### src/rtl/pic_pkg.sv
// Shared constants for the priority nested interrupt controller.
// Assumes a fixed exception/debug/software source layout ahead of peripherals.
package pic_pkg;
    localparam int RANK_W   = 3;
    localparam int N_EXC    = 4;
    localparam int N_DBG    = 3;
    localparam int FIXED_N  = 8;   // exceptions, debug, software
    localparam int SW_ID    = 7;
    localparam int NUM_RANK = 5;   // software, L0, L1, L2, L3
    localparam int DEPTH_W  = 3;
    localparam int DATA_W   = 16;
    localparam int ADDR_W   = 5;

    localparam logic [RANK_W-1:0] RK_NONE = 3'd0;
    localparam logic [RANK_W-1:0] RK_SW   = 3'd1;
    localparam logic [RANK_W-1:0] RK_L0   = 3'd2;
    localparam logic [RANK_W-1:0] RK_L1   = 3'd3;
    localparam logic [RANK_W-1:0] RK_L2   = 3'd4;
    localparam logic [RANK_W-1:0] RK_L3   = 3'd5;

    localparam logic [ADDR_W-1:0] A_BASE  = 5'h00;
    localparam logic [ADDR_W-1:0] A_FC0   = 5'h01;
    localparam logic [ADDR_W-1:0] A_FC1   = 5'h02;
    localparam logic [ADDR_W-1:0] A_FV0   = 5'h03;
    localparam logic [ADDR_W-1:0] A_FV1   = 5'h04;
    localparam logic [ADDR_W-1:0] A_DMASK = 5'h05;
    localparam int                A_PRIO  = 16;
endpackage

### src/rtl/pic_regs.sv
// Configuration register file: vector base, debug mask, two fast slots
// and packed 2-bit peripheral priority fields (8 per register).
// Assumes NUM_SRC <= 128 so the priority registers fit above 0x10.
module pic_regs
    import pic_pkg::*;
#(
    parameter int NUM_SRC = 16,
    parameter int ID_W    = 5
) (
    input  logic                clk,
    input  logic                rst_n,
    input  logic                we,
    input  logic [ADDR_W-1:0]   addr,
    input  logic [DATA_W-1:0]   wdata,
    output logic [DATA_W-1:0]   rdata,
    output logic [DATA_W-1:0]   vec_base,
    output logic [N_DBG-1:0]    dbg_mask,
    output logic [1:0]          fast_en,
    output logic [ID_W-1:0]     fast_id0,
    output logic [ID_W-1:0]     fast_id1,
    output logic [DATA_W-1:0]   fast_vec0,
    output logic [DATA_W-1:0]   fast_vec1,
    output logic [2*NUM_SRC-1:0] prio_flat
);
    localparam int PRIO_REGS = (NUM_SRC + 7) / 8;
    localparam int PRIO_BITS = PRIO_REGS * DATA_W;

    logic [PRIO_BITS-1:0] prio_q;

    // Register writes with synchronous reset.
    always_ff @(posedge clk) begin
        if (!rst_n) begin
            vec_base  <= '0;
            dbg_mask  <= '0;
            fast_en   <= '0;
            fast_id0  <= '0;
            fast_id1  <= '0;
            fast_vec0 <= '0;
            fast_vec1 <= '0;
            prio_q    <= '1;
        end else if (we) begin
            case (addr)
                A_BASE:  vec_base  <= wdata;
                A_FC0:   begin fast_en[0] <= wdata[DATA_W-1]; fast_id0 <= wdata[ID_W-1:0]; end
                A_FC1:   begin fast_en[1] <= wdata[DATA_W-1]; fast_id1 <= wdata[ID_W-1:0]; end
                A_FV0:   fast_vec0 <= wdata;
                A_FV1:   fast_vec1 <= wdata;
                A_DMASK: dbg_mask  <= wdata[N_DBG-1:0];
                default: begin
                    for (int g = 0; g < PRIO_REGS; g++) begin
                        if (addr == ADDR_W'(A_PRIO + g)) prio_q[g*DATA_W +: DATA_W] <= wdata;
                    end
                end
            endcase
        end
    end

    // Combinational read-back mux.
    always_comb begin
        rdata = '0;
        case (addr)
            A_BASE:  rdata = vec_base;
            A_FC0:   rdata = {fast_en[0], (DATA_W-1-ID_W)'(0), fast_id0};
            A_FC1:   rdata = {fast_en[1], (DATA_W-1-ID_W)'(0), fast_id1};
            A_FV0:   rdata = fast_vec0;
            A_FV1:   rdata = fast_vec1;
            A_DMASK: rdata = {(DATA_W-N_DBG)'(0), dbg_mask};
            default: begin
                for (int g = 0; g < PRIO_REGS; g++) begin
                    if (addr == ADDR_W'(A_PRIO + g)) rdata = prio_q[g*DATA_W +: DATA_W];
                end
            end
        endcase
    end

    assign prio_flat = prio_q[2*NUM_SRC-1:0];
endmodule

### src/rtl/pic_arb.sv
// Combinational arbiter: finds the highest pending rank, then the winner
// (fast slot 0, fast slot 1, else lowest source number) and compares the
// rank against the current service level. Rank 0 means not pending.
module pic_arb
    import pic_pkg::*;
#(
    parameter int N_ALL = 24,
    parameter int ID_W  = 5
) (
    input  logic [N_ALL*RANK_W-1:0] src_rank,
    input  logic [RANK_W-1:0]       cur_rank,
    input  logic [1:0]              fast_en,
    input  logic [ID_W-1:0]         fast_id0,
    input  logic [ID_W-1:0]         fast_id1,
    output logic                    win_valid,
    output logic [ID_W-1:0]         win_id,
    output logic [RANK_W-1:0]       win_rank,
    output logic                    win_fast,
    output logic                    win_slot
);
    logic [RANK_W-1:0] rk [N_ALL];
    logic              found;

    // Unpack the per-source ranks.
    always_comb begin
        for (int i = 0; i < N_ALL; i++) rk[i] = src_rank[i*RANK_W +: RANK_W];
    end

    // Highest rank, then tie-break by fast slot and lowest number.
    always_comb begin
        win_rank = RK_NONE;
        for (int i = 0; i < N_ALL; i++) begin
            if (rk[i] > win_rank) win_rank = rk[i];
        end
        win_id = '0;
        found  = 1'b0;
        for (int i = 0; i < N_ALL; i++) begin
            if (!found && win_rank != RK_NONE && rk[i] == win_rank) begin
                win_id = ID_W'(i);
                found  = 1'b1;
            end
        end
        win_fast = 1'b0;
        win_slot = 1'b0;
        if (fast_en[1] && int'(fast_id1) < N_ALL && win_rank != RK_NONE
            && rk[fast_id1] == win_rank) begin
            win_fast = 1'b1;
            win_slot = 1'b1;
            win_id   = fast_id1;
        end
        if (fast_en[0] && int'(fast_id0) < N_ALL && win_rank != RK_NONE
            && rk[fast_id0] == win_rank) begin
            win_fast = 1'b1;
            win_slot = 1'b0;
            win_id   = fast_id0;
        end
        win_valid = (win_rank > cur_rank);
    end
endmodule

### src/rtl/pic_lvl_stack.sv
// Current service level and the stack of interrupted levels.
// Assumes pushes only with a strictly higher level, so DEPTH entries suffice.
module pic_lvl_stack
    import pic_pkg::*;
#(
    parameter int DEPTH = NUM_RANK
) (
    input  logic               clk,
    input  logic               rst_n,
    input  logic               push,
    input  logic               pop,
    input  logic [RANK_W-1:0]  new_rank,
    output logic [RANK_W-1:0]  cur_rank,
    output logic [DEPTH_W-1:0] depth
);
    logic [RANK_W-1:0] stk [DEPTH];

    // Push on accept, pop on return, replace level when both coincide.
    always_ff @(posedge clk) begin
        if (!rst_n) begin
            cur_rank <= RK_NONE;
            depth    <= '0;
            for (int i = 0; i < DEPTH; i++) stk[i] <= RK_NONE;
        end else if (push && pop) begin
            cur_rank <= new_rank;
        end else if (push) begin
            if (int'(depth) < DEPTH) begin
                stk[depth] <= cur_rank;
                depth      <= depth + 1'b1;
            end
            cur_rank <= new_rank;
        end else if (pop && depth != '0) begin
            cur_rank <= stk[depth - 1'b1];
            depth    <= depth - 1'b1;
        end
    end
endmodule

### src/rtl/prio_nest_intc.sv
// Top of the priority nested interrupt controller. Maps every request to
// a rank, arbitrates, registers the presentation to the core and tracks
// the service level. Assumes level-sensitive requests held until serviced.
module prio_nest_intc
    import pic_pkg::*;
#(
    parameter int NUM_SRC = 16
) (
    input  logic                clk,
    input  logic                rst_n,
    input  logic [N_EXC-1:0]    exc_req,
    input  logic [N_DBG-1:0]    dbg_req,
    input  logic                swlp_req,
    input  logic [NUM_SRC-1:0]  per_req,
    input  logic                reg_we,
    input  logic [ADDR_W-1:0]   reg_addr,
    input  logic [DATA_W-1:0]   reg_wdata,
    output logic [DATA_W-1:0]   reg_rdata,
    input  logic                core_ack,
    input  logic                core_rti,
    output logic                irq_out,
    output logic [DATA_W-1:0]   irq_vec,
    output logic [RANK_W-1:0]   irq_level,
    output logic                irq_fast,
    output logic                wake_req
);
    localparam int N_ALL = FIXED_N + NUM_SRC;
    localparam int ID_W  = $clog2(N_ALL);

    logic [DATA_W-1:0]       vec_base, fast_vec0, fast_vec1;
    logic [N_DBG-1:0]        dbg_mask;
    logic [1:0]              fast_en;
    logic [ID_W-1:0]         fast_id0, fast_id1;
    logic [2*NUM_SRC-1:0]    prio_flat;
    logic [N_ALL*RANK_W-1:0] src_rank;
    logic [N_ALL-1:0]        pend;
    logic                    win_valid, win_fast, win_slot;
    logic [ID_W-1:0]         win_id;
    logic [RANK_W-1:0]       win_rank, cur_rank;
    logic [DEPTH_W-1:0]      stk_depth;
    logic                    ack_ok;

    pic_regs #(.NUM_SRC(NUM_SRC), .ID_W(ID_W)) u_regs (
        .clk(clk), .rst_n(rst_n), .we(reg_we), .addr(reg_addr), .wdata(reg_wdata),
        .rdata(reg_rdata), .vec_base(vec_base), .dbg_mask(dbg_mask), .fast_en(fast_en),
        .fast_id0(fast_id0), .fast_id1(fast_id1), .fast_vec0(fast_vec0),
        .fast_vec1(fast_vec1), .prio_flat(prio_flat)
    );

    // Rank mapping for each source class.
    genvar gi;
    generate
        for (gi = 0; gi < N_EXC; gi++) begin : g_exc
            assign src_rank[gi*RANK_W +: RANK_W] = exc_req[gi] ? RK_L3 : RK_NONE;
        end
        for (gi = 0; gi < N_DBG; gi++) begin : g_dbg
            assign src_rank[(N_EXC+gi)*RANK_W +: RANK_W] =
                (dbg_req[gi] && !dbg_mask[gi]) ? RK_L3 : RK_NONE;
        end
        assign src_rank[SW_ID*RANK_W +: RANK_W] = swlp_req ? RK_SW : RK_NONE;
        for (gi = 0; gi < NUM_SRC; gi++) begin : g_per
            assign src_rank[(FIXED_N+gi)*RANK_W +: RANK_W] =
                !per_req[gi]                  ? RK_NONE :
                (prio_flat[2*gi +: 2] == 2'd0) ? RK_L0 :
                (prio_flat[2*gi +: 2] == 2'd1) ? RK_L1 :
                (prio_flat[2*gi +: 2] == 2'd2) ? RK_L2 : RK_NONE;
        end
        for (gi = 0; gi < N_ALL; gi++) begin : g_pend
            assign pend[gi] = (src_rank[gi*RANK_W +: RANK_W] != RK_NONE);
        end
    endgenerate

    pic_arb #(.N_ALL(N_ALL), .ID_W(ID_W)) u_arb (
        .src_rank(src_rank), .cur_rank(cur_rank), .fast_en(fast_en),
        .fast_id0(fast_id0), .fast_id1(fast_id1), .win_valid(win_valid),
        .win_id(win_id), .win_rank(win_rank), .win_fast(win_fast), .win_slot(win_slot)
    );

    assign ack_ok = core_ack && irq_out;

    pic_lvl_stack #(.DEPTH(NUM_RANK)) u_stk (
        .clk(clk), .rst_n(rst_n), .push(ack_ok), .pop(core_rti),
        .new_rank(irq_level), .cur_rank(cur_rank), .depth(stk_depth)
    );

    // Wake must work without a running clock, so it stays combinational.
    assign wake_req = |pend;

    // Registered presentation to the core; cleared in the accept cycle.
    always_ff @(posedge clk) begin
        if (!rst_n || ack_ok) begin
            irq_out   <= 1'b0;
            irq_vec   <= '0;
            irq_level <= RK_NONE;
            irq_fast  <= 1'b0;
        end else begin
            irq_out   <= win_valid;
            irq_level <= win_valid ? win_rank : RK_NONE;
            irq_fast  <= win_valid && win_fast;
            irq_vec   <= !win_fast ? vec_base + DATA_W'({win_id, 1'b0}) :
                         (win_slot ? fast_vec1 : fast_vec0);
        end
    end
endmodule

### config.mk
export PLATFORM = sky130hd
export DESIGN_NAME = prio_nest_intc
export DESIGN_NICKNAME = d
export VERILOG_FILES = /design/src/rtl/pic_pkg.sv /design/src/rtl/pic_regs.sv /design/src/rtl/pic_arb.sv /design/src/rtl/pic_lvl_stack.sv /design/src/rtl/prio_nest_intc.sv
export SDC_FILE = /design/constraint.sdc
export NUM_CORES = 1
export LEC_CHECK = 0
export ABC_AREA = 1
export BUFFER_PORTS_ARGS = -buffer_cell sky130_fd_sc_hd__buf_2
export CAP_MARGIN = 20
export CORE_MARGIN = 8
export CORE_UTILIZATION = 25
export CTS_CLUSTER_DIAMETER = 80
export CTS_CLUSTER_SIZE = 10
export DETAILED_ROUTE_END_ITERATION = 6
export HOLD_SLACK_MARGIN = 0.1
export PLACE_DENSITY = 0.46
export RECOVER_POWER = 25
export SLEW_MARGIN = 20
export SYNTH_ARGS = -nofsm -noshare
export SYNTH_HDL_FRONTEND = slang
export SYNTH_SLANG_ARGS = --single-unit
### constraint.sdc
create_clock -name clk -period 23.4 [get_ports clk]
set_input_delay 3.51 -clock clk [delete_from_list [all_inputs] [get_ports clk]]
set_output_delay 3.51 -clock clk [all_outputs]
set_load 0.03 [all_outputs]
==> Word level (Yosys, flattened, before mapping) <==
Memory sizes are Yosys's and may differ from the RTL's.
Index checks and enable logic that the tools add are counted.
{ "word_totals": {"word_cells": 440, "output_inout_bits": 38, "latchBits": 0, "register_bits": 122, "mem_bits_rw": 15, "mem_count": 1, "romBits": 0, "in_bits": 50} }
{ "op_classes": {"mul": 0, "bitwise_logic": 5, "eq_ne": 66, "n_reduce_logical": 146, "div": 0, "n_lt_le_gt_ge": 30, "shifts": 0, "n_mux": 173, "add_sub_neg": 3} }
{ "memory_table": {"columns": ["name", "words", "width", "read_ports", "rd_ports_with_merged_regs", "wr", "line", "text"], "rows": [
  ["u_stk.stk", 5, 3, 1, 0, 5, "pic_lvl_stack.sv:16", "logic [RANK_W-1:0] stk [DEPTH];"]
]} }
{ "op_table": {"columns": ["cell", "count"], "rows": [
  ["$mux W3", 111],
  ["$pmux W16 S6", 1],
  ["$reduce_bool A3 Y1", 27],
  ["$eq A3 B3 Y1", 25],
  ["$gt A3 B3 Y1", 23],
  ["$mux W16", 4],
  ["$logic_and A1 B1 Y1", 60],
  ["$mux W5", 10],
  ["$mux W1", 35],
  ["$eq A2 B1 Y1 const B", 16],
  ["$eq A2 B2 Y1 const B", 16],
  ["$logic_not A2 Y1", 16],
  ["$mux W4", 8],
  ["$bmux W3 S5", 2],
  ["$logic_not A1 Y1", 27],
  ["$reduce_or A24 Y1", 1],
  ["$add A16 B6 Y16", 1],
  ["$ge A6 B6 Y1 const B", 2],
  ["$not A5 Y6", 2],
  ["$reduce_and A2 Y1", 6],
  ["$eq A5 B2 Y1 const B", 2],
  ["$eq A5 B3 Y1 const B", 2],
  ["$eq A5 B5 Y1 const B", 2],
  ["$lt A5 B5 Y1 const B", 2],
  ["17 further kinds", 22]
]} }

==> Logic depth before layout (Yosys ltp) <==
{ "logic_depth": {"ltp_word": 148, "depth_mapped": 176, "depth_no_buf": 176} }

==> Modules after synthesis <==
Synthesis repeated with hierarchy kept, for this count alone.
{ "hier_totals": {"cells_unflattened": 2238, "hier_area_um2": 13824.5} }
{ "modules_own_cells": {"columns": ["module", "n_inst", "area_per_inst_um2", "cells_per_inst"], "rows": [
  ["pic_arb", 1, 6164.7, 1138],
  ["pic_regs", 1, 4205.3, 578],
  ["prio_nest_intc", 1, 1975.6, 364],
  ["pic_lvl_stack", 1, 1478.9, 158]
]} }

==> Least setup slack after synthesis <==
Ideal clock, no wire load.
{ "synth_path": {"path_kind": "input -> register", "from": "input port exc_req[2]", "to": "register irq_vec[15]", "n_path_buf": 2, "setup_slack_ps": 1441, "setup_time_ps": 57, "stages": 150, "t_arrival_ps": 21902, "path_cell_list": "nor2_1 > nand3_2 > nor3_1 > ha_1 > nand3_1 > nand2_1 > nand2_2 > nand2_1 > ha_1 > nand3_1 > nand2_2 > nand2_1 > nand2_1 > ha_1 > nand2_1 > o21ai_2 > nand2_1 > o21a_1 > [... 114 more ...] > nor2_1 > nor2_1 > ha_1 > fa_1 > nand2_1 > nand2_1 > a21oi_1 > nor2_1 > o21ai_0 > nor2_1 > nand4_1 > nor2_1 > nand3_1 > xor2_1 > nand2_1 > nand3_1 > nand2_1 > inv_1"} }
{ "synth_between": {"elab_chain_len": 144, "word_cells_on_any_way": 206, "cone_classes": "1 x add/sub; 22 x order compare; 26 x eq/ne; 82 x mux; 75 x reduce/logical"} }
{ "synth_rtl": {"columns": ["item", "line", "text"], "rows": [
  ["start, declared", "prio_nest_intc.sv:11", "input logic [N_EXC-1:0] exc_req,"],
  ["$mux W3 *", "prio_nest_intc.sv:54", "assign src_rank[gi*RANK_W +: RANK_W] = exc_req[gi] ? RK_L3 : RK_NONE;"],
  ["$gt A3 B3 Y1", "pic_arb.sv:33", "if (rk[i] > win_rank) win_rank = rk[i];"],
  ["$mux W3 *", "pic_arb.sv:33", null],
  ["$gt A3 B3 Y1", "pic_arb.sv:33", null],
  ["$mux W3 *", "pic_arb.sv:33", null],
  ["$gt A3 B3 Y1", "pic_arb.sv:33", null],
  ["$mux W3 *", "pic_arb.sv:33", null],
  ["$gt A3 B3 Y1", "pic_arb.sv:33", null],
  ["[... 37 more ...]", null, null],
  ["net u_arb.win_rank[1]", "pic_arb.sv:17", "output logic [RANK_W-1:0] win_rank,"],
  ["[... 90 more ...]", null, null],
  ["$mux W1", "pic_arb.sv:38", "if (!found && win_rank != RK_NONE && rk[i] == win_rank) begin"],
  ["$logic_not A1 Y1", "pic_arb.sv:38", null],
  ["$logic_and A1 B1 Y1 (2 in a row)", "pic_arb.sv:38", null],
  ["$mux W5", "pic_arb.sv:38", null],
  ["$mux W5", "pic_arb.sv:45", "if (fast_en[1] && int'(fast_id1) < N_ALL && win_rank != RK_NONE"],
  ["$mux W5", "pic_arb.sv:51", "if (fast_en[0] && int'(fast_id0) < N_ALL && win_rank != RK_NONE"],
  ["$add A16 B6 Y16", "prio_nest_intc.sv:100", "irq_vec <= !win_fast ? vec_base + DATA_W'({win_id, 1'b0}) :"],
  ["$mux W16 *", "prio_nest_intc.sv:100", null],
  ["end signal, assigned", "prio_nest_intc.sv:100", null],
  ["end, declared", "prio_nest_intc.sv:22", "output logic [DATA_W-1:0] irq_vec,"]
]} }
The timed path passes the listed nets; every way through them passes the cells marked *. The select of a mux whose other input is x is not followed.
A chain may end at the register's enable or synchronous reset.

==> Final worst setup path <==
{ "layout_path": {"from": "input port exc_req[0]", "to": "register irq_vec[13]"} }
{ "layout_between": {"elab_chain_len": 148, "word_cells_on_any_way": 210, "cone_classes": "1 x add/sub; 24 x order compare; 26 x eq/ne; 84 x mux; 75 x reduce/logical"} }
{ "layout_rtl": {"columns": ["item", "line"], "rows": [
  ["$mux W3 *", "prio_nest_intc.sv:54"],
  ["$gt A3 B1 Y1", "pic_arb.sv:33"],
  ["$mux W3", "pic_arb.sv:33"],
  ["$gt A3 B3 Y1", "pic_arb.sv:33"],
  ["$mux W3", "pic_arb.sv:33"],
  ["$gt A3 B3 Y1", "pic_arb.sv:33"],
  ["$mux W3", "pic_arb.sv:33"],
  ["$gt A3 B3 Y1", "pic_arb.sv:33"],
  ["[... 131 more ...]", null],
  ["$mux W1", "pic_arb.sv:38"],
  ["$logic_not A1 Y1", "pic_arb.sv:38"],
  ["$logic_and A1 B1 Y1 (2 in a row)", "pic_arb.sv:38"],
  ["$mux W5", "pic_arb.sv:38"],
  ["$mux W5", "pic_arb.sv:45"],
  ["$mux W5", "pic_arb.sv:51"],
  ["$add A16 B6 Y16", "prio_nest_intc.sv:100"],
  ["$mux W16 *", "prio_nest_intc.sv:100"]
]} }
Every way passes the cells marked *; elsewhere a longest branch is shown, timed or not. The select of a mux whose other input is x is not followed.

==> flow_summary.json <==
{
  "status": "finished, violations left",
  "violations": "capacitance limit, slew limit",
  "max_freq_ghz": 0.04506,
  "grt_usage_pct": 18.10,
  "final_cell_count_no_fill": 2509,
  "crit_buf_inv": 38,
  "antenna_found_initial": 0,
  "synthDistinctLibCells": 62,
  "overflow": 0,
  "avgSynthCellArea_sq_um": 6.562,
  "grt_max_degree": 102,
  "comb_power_share_pct": 19.9,
  "ctsHtreeMaxLevel": 4,
  "port-buffer-count": 87,
  "slew_headroom_pct": -184.6,
  "final_max_slew_viol_count": 102,
  "diodes": 0,
  "place_area_sq_um": 12970,
  "hold_buffers": 0,
  "hold_class": "reg2reg",
  "post-place-ws_ps": -427.1,
  "ys_top_cells_by_area": "dfxtp_1 21%, nand2_1 12%, inv_1 7.5%",
  "endpoint_kind": "register",
  "ys_async_sr_fraction_pct": 0,
  "drt_first_pass_iters": 7,
  "ios": 88,
  "switching_power_mw": 0.2281,
  "clkTransAtPathRegs_ps": 70,
  "worstHoldEndpoint": "u_regs.fast_en[1]",
  "path_max_fanout": 14,
  "hold_viol_final": 0,
  "synth_top_area_share_pct": 21.37,
  "leakagePower_nw": 6.392,
  "powerDensity_nw_per_um2": 48.56,
  "yosys.area.top_type": "dfxtp_1",
  "power.internal_mw": 0.4689,
  "setup_ws_ps": 1206,
  "synth_area_sq_um": 11430,
  "timing.rr.start": "u_regs.prio_flat[0]",
  "cpMaxStageDelayCell": "or2_2",
  "clock_skew_ps": 7.707,
  "cts-buffers-inserted": 17,
  "critPathRequiredTime_ps": 23790,
  "cpMostUsedCell": "nand2_1",
  "placedCellCount": 2453,
  "start_util_pct": 25.24,
  "dieWidth_um": 229.8,
  "globalplace.congestion": 0.9364,
  "cts_root_buf": "clkbuf_16",
  "wl_per_cell_um": 20.00,
  "drive_above_1_share_pct": 20.48,
  "coreArea_sq_um": 45280,
  "vias": 12781,
  "timing.max_cap.violations": 1,
  "clock_sinks": 146,
  "wl_um": 50180,
  "totalPowerFinal_mw": 0.6970,
  "drc_errors": 0,
  "netlist_instances": 1742,
  "startpoint_type": "input pin",
  "post-route-min-period_ps": 22190,
  "ys_seq_area_share_pct": 27.67,
  "reg2reg_depth": 154,
  "clk-insertion-delay-late_ps": 430,
  "final_cell_area_sq_um": 14350,
  "synth_edf_count": 24,
  "setup_viol": 0,
  "cp.arrival_ps": 22580,
  "die_height_um": 229.8,
  "ir_worst_vdd_uv": 53.36,
  "rows": 78,
  "cts_tree": "yes",
  "reg2reg_to": "irq_vec[13]",
  "grt_pass1_wl_um": 74140,
  "syn2layout_area_growth_pct": 25.56,
  "pwr-share-seq_pct": 41.2,
  "drtIter0Drc": 1186,
  "cp_top_family": "simple AND/OR/NAND/NOR gates",
  "die-area_sq_um": 52820,
  "criticalPathCategory": "in2reg",
  "hp-start": "u_regs.fast_en[1]",
  "nNetsFinal": 2006,
  "r2r_slack_ps": 3940,
  "pwr-share-clk_pct": 39.0,
  "viasPerCell": 5.094,
  "yosys_warnings": 0,
  "synth_ff_type": "dfxtp_1",
  "synth-seq-cells": 146,
  "worst_pin_slew_ps": 4269,
  "min_period_over_period_pct": 94.85,
  "hold_ws_ps": 502.5,
  "cts_max_path_buffers": 2,
  "fillers": 5087,
  "switching_share_pct": 32.73,
  "post-dp-hpwl_um": 38710,
  "first_global_vias": 12364,
  "antenna_left": 0,
  "hold_depth": 2,
  "cpPeakStageDelay_ps": 290
}
==> worst reg2reg max path: cells and delay by family, from the launching register on <==
kind / cells / cell delay, ps
xor+xnor: 1 / 130
flops: 1 / 430
buf+inv: 36 / 3290
compound gates: 27 / 3150
simple gates: 72 / 7860
fa+ha+maj: 18 / 4540
==> power groups by stage <==
| stage | clock (mW) | combinational [mW] | sequential, mW |
|---|---|---|---|
| 4_1_cts | 0.277 | 0.137 | 0.287 |
| 2_1_floorplan | 0 | 0.0872 | 0.290 |
| 5_1_grt | 0.287 | 0.154 | 0.289 |
| 3_3_place_gp | 0 | 0.136 | 0.292 |
| 3_5_place_dp | 0 | 0.136 | 0.293 |
| 6_report | 0.271 | 0.139 | 0.287 |
==> kinds of logic after synthesis <==
logic type	after synthesis	synth area share, %
AOI/OAI and AO/OA	392	21.38
xor gates and xnor gates	27	2.069
adders and majority gates	60	6.633
buffers and inverters	312	10.51
DFF	146	27.67
other	1	0.03281
and+or+nand+nor	804	31.71
==> Yosys cell counts, types with 23 or more instances <==
| library cell | count |
|---|---|
| clkbuf_1 | 49 |
| ha_1 | 59 |
| dfxtp_1 | 122 |
| nand3_1 | 107 |
| edfxtp_1 | 24 |
| a21oi_1 | 86 |
| o211ai_1 | 52 |
| a31oi_1 | 26 |
| nand2_1 | 361 |
| nor2_1 | 207 |
| nand3_2 | 31 |
| inv_1 | 227 |
| o221ai_1 | 23 |
| o21ai_0 | 131 |
| nor3_1 | 26 |
==> how the worst max path moves through the flow <==
stage / depth (start not counted) / slack [ps] / to / startpoint
finish: 163 / 1210 / irq_vec[13] / exc_req[0]
global route: 160 / -250 / irq_vec[13] / exc_req[2]
CTS: 156 / 30 / irq_vec[15] / exc_req[2]
detailed placement: 155 / -430 / irq_vec[11] / exc_req[2]
global placement: 150 / 170 / irq_vec[11] / exc_req[2]
floorplan: 150 / 1440 / irq_vec[15] / exc_req[2]
==> routing by layer <==
layer	GRT usage, %	vias to the layer above	wire, um
li1	-	6185	-
met1	23.90	6069	22340
met2	29.53	445	23090
met3	2.647	82	3035
met4	6.850	0	1716
met5	0	-	0
==> repair_timing <==
action | 4_1_cts | 5_1_grt
buffers inserted | 0 | 24
setup endpoints to repair | 3 | 15
pin swaps | 0 | 53
gates resized for setup | 3 | 127
==> flip-flops by register name, summed over array words and instances (netlist names), 3 cells and up <==
signal / count
u_regs.prio_flat: 32
u_regs.fast_vec1: 16
irq_level: 3
u_stk.depth: 3
u_regs.fast_id0: 5
irq_vec: 16
u_stk.stk: 24
u_regs.dbg_mask: 3
u_regs.vec_base: 16
u_stk.cur_rank: 3
u_regs.fast_vec0: 16
u_regs.fast_id1: 5
==> per-stage QoR <==
stage / utilization (%) / setup TNS, ps
final: 31.69 / 0
after global routing: 31.69 / -893.7
after CTS: 29.95 / 0
after detailed placement: 28.64 / -2166
after global placement: 28.63 / 0
after floorplan: - / 0
==> area by class of cell <==
cell class / count / area, sq um / area share (%)
clock inverter: 13 / 127.6 / 0.8892
multi-input combinational: 1292 / 7725 / 53.82
inverter: 252 / 958.4 / 6.678
sequential: 146 / 3163 / 22.04
clock buffer: 19 / 452.9 / 3.156
timing repair buffer: 187 / 1175 / 8.186
tap: 600 / 750.7 / 5.231
==> cell usage in the layout, fill, tap and decap left out, drive strengths merged, types with 57 or more instances in the layout <==
cell type	Yosys	final
nand3	138	138
buf	11	162
nor2	218	218
dfxtp	122	122
inv	247	250
ha	59	59
o21ai	139	139
nand2	377	377
a21oi	89	89
o211ai	57	57
Note: power is estimated with default switching activity, not from simulation.
